**src/rtl/bfx_pkg.sv**
```systemverilog
package bfx_pkg;
  localparam int unsigned DATA_W = 32;
  localparam int unsigned POS_W  = $clog2(DATA_W);
  localparam int unsigned WID_W  = POS_W + 1;

  typedef logic [DATA_W-1:0] word_t;
  typedef logic [POS_W-1:0]  pos_t;
  typedef logic [WID_W-1:0]  wid_t;
endpackage

```
**src/rtl/bfx_mask_gen.sv**
```systemverilog
module bfx_mask_gen
  import bfx_pkg::*;
(
  input  pos_t  pos_i,
  input  wid_t  width_i,
  output wid_t  eff_w_o,
  output word_t mask_o
);
  localparam wid_t DW = wid_t'(DATA_W);

  wid_t  clamp_w;
  wid_t  room_w;
  word_t low_mask;

  always_comb begin
    clamp_w = (width_i > DW) ? DW : width_i;
    room_w  = DW - wid_t'(pos_i);
    eff_w_o = (clamp_w > room_w) ? room_w : clamp_w;
    if (eff_w_o == '0) low_mask = '0;
    else               low_mask = {DATA_W{1'b1}} >> (DW - eff_w_o);
    mask_o = low_mask << pos_i;
  end
endmodule

```
**src/rtl/bfx_align.sv**
```systemverilog
module bfx_align
  import bfx_pkg::*;
(
  input  word_t value_i,
  input  word_t mask_i,
  input  pos_t  pos_i,
  input  wid_t  eff_w_i,
  output word_t zext_o,
  output word_t sext_o
);
  localparam wid_t DW = wid_t'(DATA_W);

  word_t              masked;
  wid_t               lsh;
  wid_t               rsh;
  logic signed [DATA_W-1:0] top_aligned;

  always_comb begin
    masked      = value_i & mask_i;
    zext_o      = masked >> pos_i;
    // move field MSB to the word MSB, then arithmetic shift back
    lsh         = DW - (wid_t'(pos_i) + eff_w_i);
    rsh         = DW - eff_w_i;
    top_aligned = $signed(masked << lsh);
    if (eff_w_i == '0) sext_o = '0;
    else               sext_o = word_t'(top_aligned >>> rsh);
  end
endmodule

```
**src/rtl/bit_field_extract.sv**
```systemverilog
module bit_field_extract
  import bfx_pkg::*;
(
  input  logic        clk_i,
  input  logic        rst_ni,
  input  logic        valid_i,
  input  logic [31:0] value_i,
  input  logic [4:0]  pos_i,
  input  logic [5:0]  width_i,
  output logic        valid_o,
  output logic [31:0] zext_o,
  output logic [31:0] sext_o
);
  localparam wid_t DW = wid_t'(DATA_W);

  wid_t  eff_w;
  word_t mask;
  word_t zext_c;
  word_t sext_c;

  bfx_mask_gen u_mask (
    .pos_i   (pos_i),
    .width_i (width_i),
    .eff_w_o (eff_w),
    .mask_o  (mask)
  );

  bfx_align u_align (
    .value_i (value_i),
    .mask_i  (mask),
    .pos_i   (pos_i),
    .eff_w_i (eff_w),
    .zext_o  (zext_c),
    .sext_o  (sext_c)
  );

  always_ff @(posedge clk_i or negedge rst_ni) begin
    if (!rst_ni) begin
      valid_o <= 1'b0;
      zext_o  <= '0;
      sext_o  <= '0;
    end else begin
      valid_o <= valid_i;
      if (valid_i) begin
        zext_o <= zext_c;
        sext_o <= sext_c;
      end
    end
  end


  valid_rise_chk: assert property (@(posedge clk_i) disable iff (!rst_ni)
    valid_i |=> valid_o);

  valid_idle_chk: assert property (@(posedge clk_i) disable iff (!rst_ni)
    !valid_i |=> !valid_o);

  hold_chk: assert property (@(posedge clk_i) disable iff (!rst_ni)
    !valid_i |=> ($stable(zext_o) && $stable(sext_o)));

  zero_width_chk: assert property (@(posedge clk_i) disable iff (!rst_ni)
    (valid_i && width_i == '0) |=> (zext_o == '0 && sext_o == '0));

  mask_ones_chk: assert property (@(posedge clk_i) disable iff (!rst_ni)
    valid_i |-> ($countones(mask) == int'(eff_w)));

  zext_upper_chk: assert property (@(posedge clk_i) disable iff (!rst_ni)
    (valid_i && eff_w < DW) |-> ((zext_c >> eff_w) == '0));

  sext_low_chk: assert property (@(posedge clk_i) disable iff (!rst_ni)
    valid_i |-> (((zext_c ^ sext_c) & (mask >> pos_i)) == '0));

  sext_fill_chk: assert property (@(posedge clk_i) disable iff (!rst_ni)
    (valid_i && eff_w != '0) |->
      ((sext_c >> (eff_w - 1'b1)) == '0 ||
       (sext_c >> (eff_w - 1'b1)) == ({DATA_W{1'b1}} >> (eff_w - 1'b1))));
endmodule

```
**config.mk**
```make
export PLATFORM = sky130hd
export DESIGN_NAME = bit_field_extract
export DESIGN_NICKNAME = d
export VERILOG_FILES = /design/src/rtl/bfx_pkg.sv /design/src/rtl/bfx_mask_gen.sv /design/src/rtl/bfx_align.sv /design/src/rtl/bit_field_extract.sv
export SDC_FILE = /design/constraint.sdc
export NUM_CORES = 1
export LEC_CHECK = 0
export BUFFER_PORTS_ARGS = -buffer_cell sky130_fd_sc_hd__buf_2
export CORE_MARGIN = 1.5
export CORE_UTILIZATION = 25
export DETAILED_ROUTE_END_ITERATION = 7
export PLACE_DENSITY_LB_ADDON = 0.2
export REMOVE_ABC_BUFFERS = 1
export SLEW_MARGIN = 20
export SYNTH_ARGS = -nofsm -noshare
export SYNTH_HDL_FRONTEND = slang
export SYNTH_SLANG_ARGS = --single-unit
```
**constraint.sdc**
```tcl
create_clock -name clk_i -period 1.6 [get_ports clk_i]
set_clock_uncertainty 0.1 [all_clocks]
set_input_delay 0.08 -clock clk_i [delete_from_list [all_inputs] [get_ports clk_i]]
set_output_delay 0.08 -clock clk_i [all_outputs]
set_load 0.01 [all_outputs]
```
==> parameters.txt, run 1 <==
Parameter                              Value

Yosys
  Cell types with the largest area share after synthesis    dfrtp_1 12%, nor2_1 6.6%, nand2_1 5.7%
  Area share of the largest cell type after synthesis    0.124
  Top_reg_cell synth    dfrtp_1
  Post-synthesis instance total    1,896
  Number of distinct library cells after synthesis    123
  Number of enable-type register cells in the synthesized netlist    0
  Mean Syn Cell Area    6.89 sq um
  Yosys top cell by area    dfrtp_1
  Post-synthesis register bit count    65
  Share of synthesized flip-flops with an asynchronous set or reset    1.00
  Yosys warning count    0
  Mapped cell area    13,100 sq um
  Post-synthesis sequential area ratio    0.124

Layout
  Final cell count without fillers    3,432
  Final core area utilization    0.462
  Commonest non-fill, non-tap cell in the layout    buf_4
  Net count reported at finish    2,810
  Commonest non-fill, non-tap cells in the layout    819 x buf_4, 200 x nor2_1, 182 x nand2_1
  Number of filler instances in the final layout    5,286
  Ratio of cells with drive above 1 in the final layout    0.537
  Number of diodes added for antenna fixing    0
  Design Area, Final    23,800 sq um
  Area growth, synth to finish    82.1%

Floorplan
  Standard-cell rows    83
  Top Ports    111
  Total core area    51,500 sq um
  DIE HEIGHT    232 microns
  Die width    232 microns
  Overall die area    53,700 sq um
  Starting Density    0.254

Timing
  Setup repair after global routing missed its margin    true
  Fin worst setup slack    -4770 ps
  Final min period    6370 ps
  Pins over their slew limit    0
  Peak Freq    0.157 GHz
  Final hold violation count    0
  Number of endpoints failing setup at the final stage    64
  Actual slew at the worst max-slew pin    893 ps
  Post-Route Setup TNS    -279,840 ps
  Rel. slew slack    0.400
  Final cycle utilization of the critical path    3.98

Setup path
  CP Buf/Inv Count    9
  Critical path required time    1770 ps
  Kind of start point of the critical path    primary input
  Highest cell delay on the worst timing path    530 ps
  Worst setup path class    in -> reg
  Crit-path slowest cell    or4_1
  Critical path's top delay family    compound AO/OA/AOI/OAI gates
  Max Fanout on Critical Path    6
  Most frequent CP cell    buf_4
  CP arrival    6540 ps
  Setup crit end kind    flip-flop

CTS
  Clock network latency to the later pin of the worst-skew pair    360 ps
  TritonCTS buffer count    9
  Clock tree from TritonCTS    done
  CTS root buffer    clkbuf_16
  Sinks on Clock Net    65
  Clock transition at the registers of the reported paths    60 ps
  CTS H-tree depth    3
  Number of buffers between clock root and the deepest sink    2

Power
  Design Power    29.1 mW
  Static power due to leakage    10.1 nW
  Worst IR drop on VDD    0.629 mV
  Power per standard cell area    1220 nW/um^2

Drt
  Final routed DRC violation total    0
  Detailed-routed wire length on met3    5.97 mm
  Detailed-route wire length on metal 1    35.8 mm
  Routed via count divided by cell count    5.97
  Detail Route met2 WL    41.8 mm
  Per-cell routed wire length    26.4 microns
  Max Used Layer    met4
  Initial DRC Count    2,020
  Detail Route Antenna Nets    0
  Total Wirelength    90.5 mm
  Vias post-DR    20,500
  Router iterations before antenna repair    6

Global routing
  GR Util All Layers    0.325
  Wire length of the first global-routing pass    130 mm
  Number of antenna violations at the first check in global routing    0
  Largest net degree at the start of global routing    50
  Total congestion overflow after global routing    0
  Number of global-route vias before repair    20,300

Hold path
  Path class of the lowest-slack min-delay path    in -> async

Place
  Number of placed instances, taps included    3,302
  # port buffers    110
  RD Place Congestion    1.02
  Sum of net half-perimeters after detailed placement    71.8 mm
  Placed instance area    19,800 sq um

Run status
  Result of the run    finished, violations left
  Violated checks    setup timing

Job
  Maxcap violations    0
registers in the layout, summed over array words and instances (netlist names):
register / flops
zext_o: 32
valid_o: 1
sext_o: 32
final cells by class:
class	count	area, sq um	share of cell area
clock inverter	7	125	0.00526
sequential	65	1630	0.0684
tap	680	851	0.0358
multi-input combinational	1630	13200	0.553
timing repair buffer	1000	7650	0.321
clock buffer	9	225	0.00946
inverter	41	171	0.00720
synthesized netlist by cell type, types with 17 or more instances:
library cell	instances
or3_1	19
a22o_1	17
mux2_2	19
o31ai_1	34
nand3_1	89
a211oi_1	30
o211ai_1	48
inv_1	33
o2bb2ai_1	21
a31oi_1	39
o21a_1	20
buf_1	22
o21ai_1	17
nor2_1	230
nor4_1	26
dfrtp_1	65
a21oi_1	106
nor3_1	64
mux2i_1	65
a221oi_1	20
o21ai_0	100
clkbuf_1	116
nand2_1	199
o22ai_1	22
nand4_1	40
through the flow:
stage	hold WS (ps)	setup WS (ps)
2_1_floorplan	-316	-9120
3_3_place_gp	20.9	-5970
3_5_place_dp	24.5	-6020
4_1_cts	185	-4640
5_1_grt	221	-4980
6_report	180	-4770
what timing repair did:
action                                 4_1_cts  5_1_grt
endpoints found under the hold margin       18        0
hold buffers                                 1        0
setup endpoints to repair                   64       64
pin swaps                                  116      108
buffers inserted                            83       42
resized for setup                          391      201
metal layers:
metal,global-route usage,vias to the layer above
li1,-,9155
met1,0.393,10000
met2,0.532,1008
met3,0.0450,307
met4,0.224,0
met5,0,-
power by group:
| group | switching (mW) | total [mW] | internal [mW] |
|---|---|---|---|
| clock network | 0.851 | 2.39 | 1.54 |
| registers | 0.294 | 2.40 | 2.11 |
| logic | 13.4 | 24.3 | 10.9 |
| total | 14.5 | 29.1 | 14.6 |
logic make-up after synthesis:
group / synth area share
flip-flops: 0.124
AND/OR/NAND/NOR: 0.290
adder cells (fa/ha/maj): 0.0169
XOR/XNOR: 0.0162
AO/OA/AOI/OAI: 0.420
multiplexers: 0.0689
buffers and inverters: 0.0627
final timing paths:
| path | start | endpoint | slack [ps] | cells after the start |
|---|---|---|---|---|
| setup / recovery | pos_i[1] | sext_o[6]$_DFFE_PN0P_ | -4770 | 34 |
| hold / removal | rst_ni | sext_o[5]$_DFFE_PN0P_ | 180 | 2 |
| setup reg to reg | sext_o[2]$_DFFE_PN0P_ | sext_o[2]$_DFFE_PN0P_ | 240 | 4 |
| hold reg to reg | zext_o[4]$_DFFE_PN0P_ | zext_o[4]$_DFFE_PN0P_ | 370 | 1 |
| max in group asynchronous | rst_ni | zext_o[17]$_DFFE_PN0P_ | 620 | 3 |
| min in group clk_i | pos_i[2] | zext_o[29]$_DFFE_PN0P_ | 280 | 5 |
(Power assumes the default switching activity.)
==> run 2, diff against run 1 <==
CORE_ASPECT_RATIO = 2   (was unset)
CORE_UTILIZATION = 52   (was 25)
REMOVE_ABC_BUFFERS = unset   (was 1)
==> run 2 against run 1 <==
Against the previous run: the run now fails in 5_1_grt; synthesized area did not move; synthesized cell count did not move.
==> parameters.txt, run 2 <==
Parameter                              Value

CTS
  CTS H-tree depth    3
  TritonCTS buffer count    9
  Number of buffers between clock root and the deepest sink    2
  CTS root buffer    clkbuf_16
  Sinks on Clock Net    65

Yosys
  Most common cell in the netlist    nor2_1
  Mapped cell area    13,100 sq um
  Cell types with the largest area share after synthesis    dfrtp_1 12%, nor2_1 6.6%, nand2_1 5.7%
  Area share of the largest cell type after synthesis    0.124
  Yosys top cell by area    dfrtp_1
  Post-synthesis instance total    1,896
  Yosys warning count    0
  Post-synthesis sequential area ratio    0.124
  Syn nets    1,959
  Post-synthesis register bit count    65
  Share of synthesized flip-flops with an asynchronous set or reset    1.00
  Number of distinct library cells after synthesis    123
  Number of enable-type register cells in the synthesized netlist    0
  Mean Syn Cell Area    6.89 sq um
  Most numerous cell types in the synthesized netlist    230 x nor2_1, 199 x nand2_1, 116 x clkbuf_1, 106 x a21oi_1, 100 x o21ai_0
  Top_reg_cell synth    dfrtp_1

Run status
  Error that ended the run    [ERROR GRT-0116] Global routing finished with congestion. Check the congestion regions in the DRC Viewer.
  Terminating stage of the flow    5_1_grt
  Result of the run    stopped before the end

Place
  Sum of net half-perimeters after detailed placement    66.6 mm
  Number of placed instances, taps included    2,901
  Post-placement setup slack    -5770 ps
  # port buffers    110
  RD Place Congestion    1.39

Global routing
  Largest net degree at the start of global routing    60
  Number of global-route vias before repair    29,600
  Wire length of the first global-routing pass    197 mm
  Total congestion overflow after global routing    3,046
  GR Util All Layers    0.980

Floorplan
  DIE HEIGHT    227 microns
  Top Ports    111
  Die width    115 microns
  Standard-cell rows    81
  Starting Density    0.533
## run 2: cell counts after synthesis
No cell type changed its count.
## run 2: per-layer routing
metal  overflow  GRT usage
met2       2492       1.44
met1         29      0.837
met5          2      0.186
met3         29      0.609
met4        494       1.08
## run 2: stage by stage
stage               cell area, sq um  hold slack, ps
CTS                            22100            17.2
floorplan                      13900            -316
global placement               19600            -158
detailed placement             19600            -155
## run 2: timing repair
action	CTS
hold buffers	1
endpoints found under the hold margin	65
setup endpoints to repair	64
pin swaps	126
setup buffers	79
gates resized for setup	334
## run 2: logic make-up after synthesis
group | share of synthesized area
AND/OR/NAND/NOR | 0.290
buffers and inverters | 0.0627
AO/OA/AOI/OAI | 0.420
adder cells (fa/ha/maj) | 0.0169
multiplexers | 0.0689
flip-flops | 0.124
XOR/XNOR | 0.0162
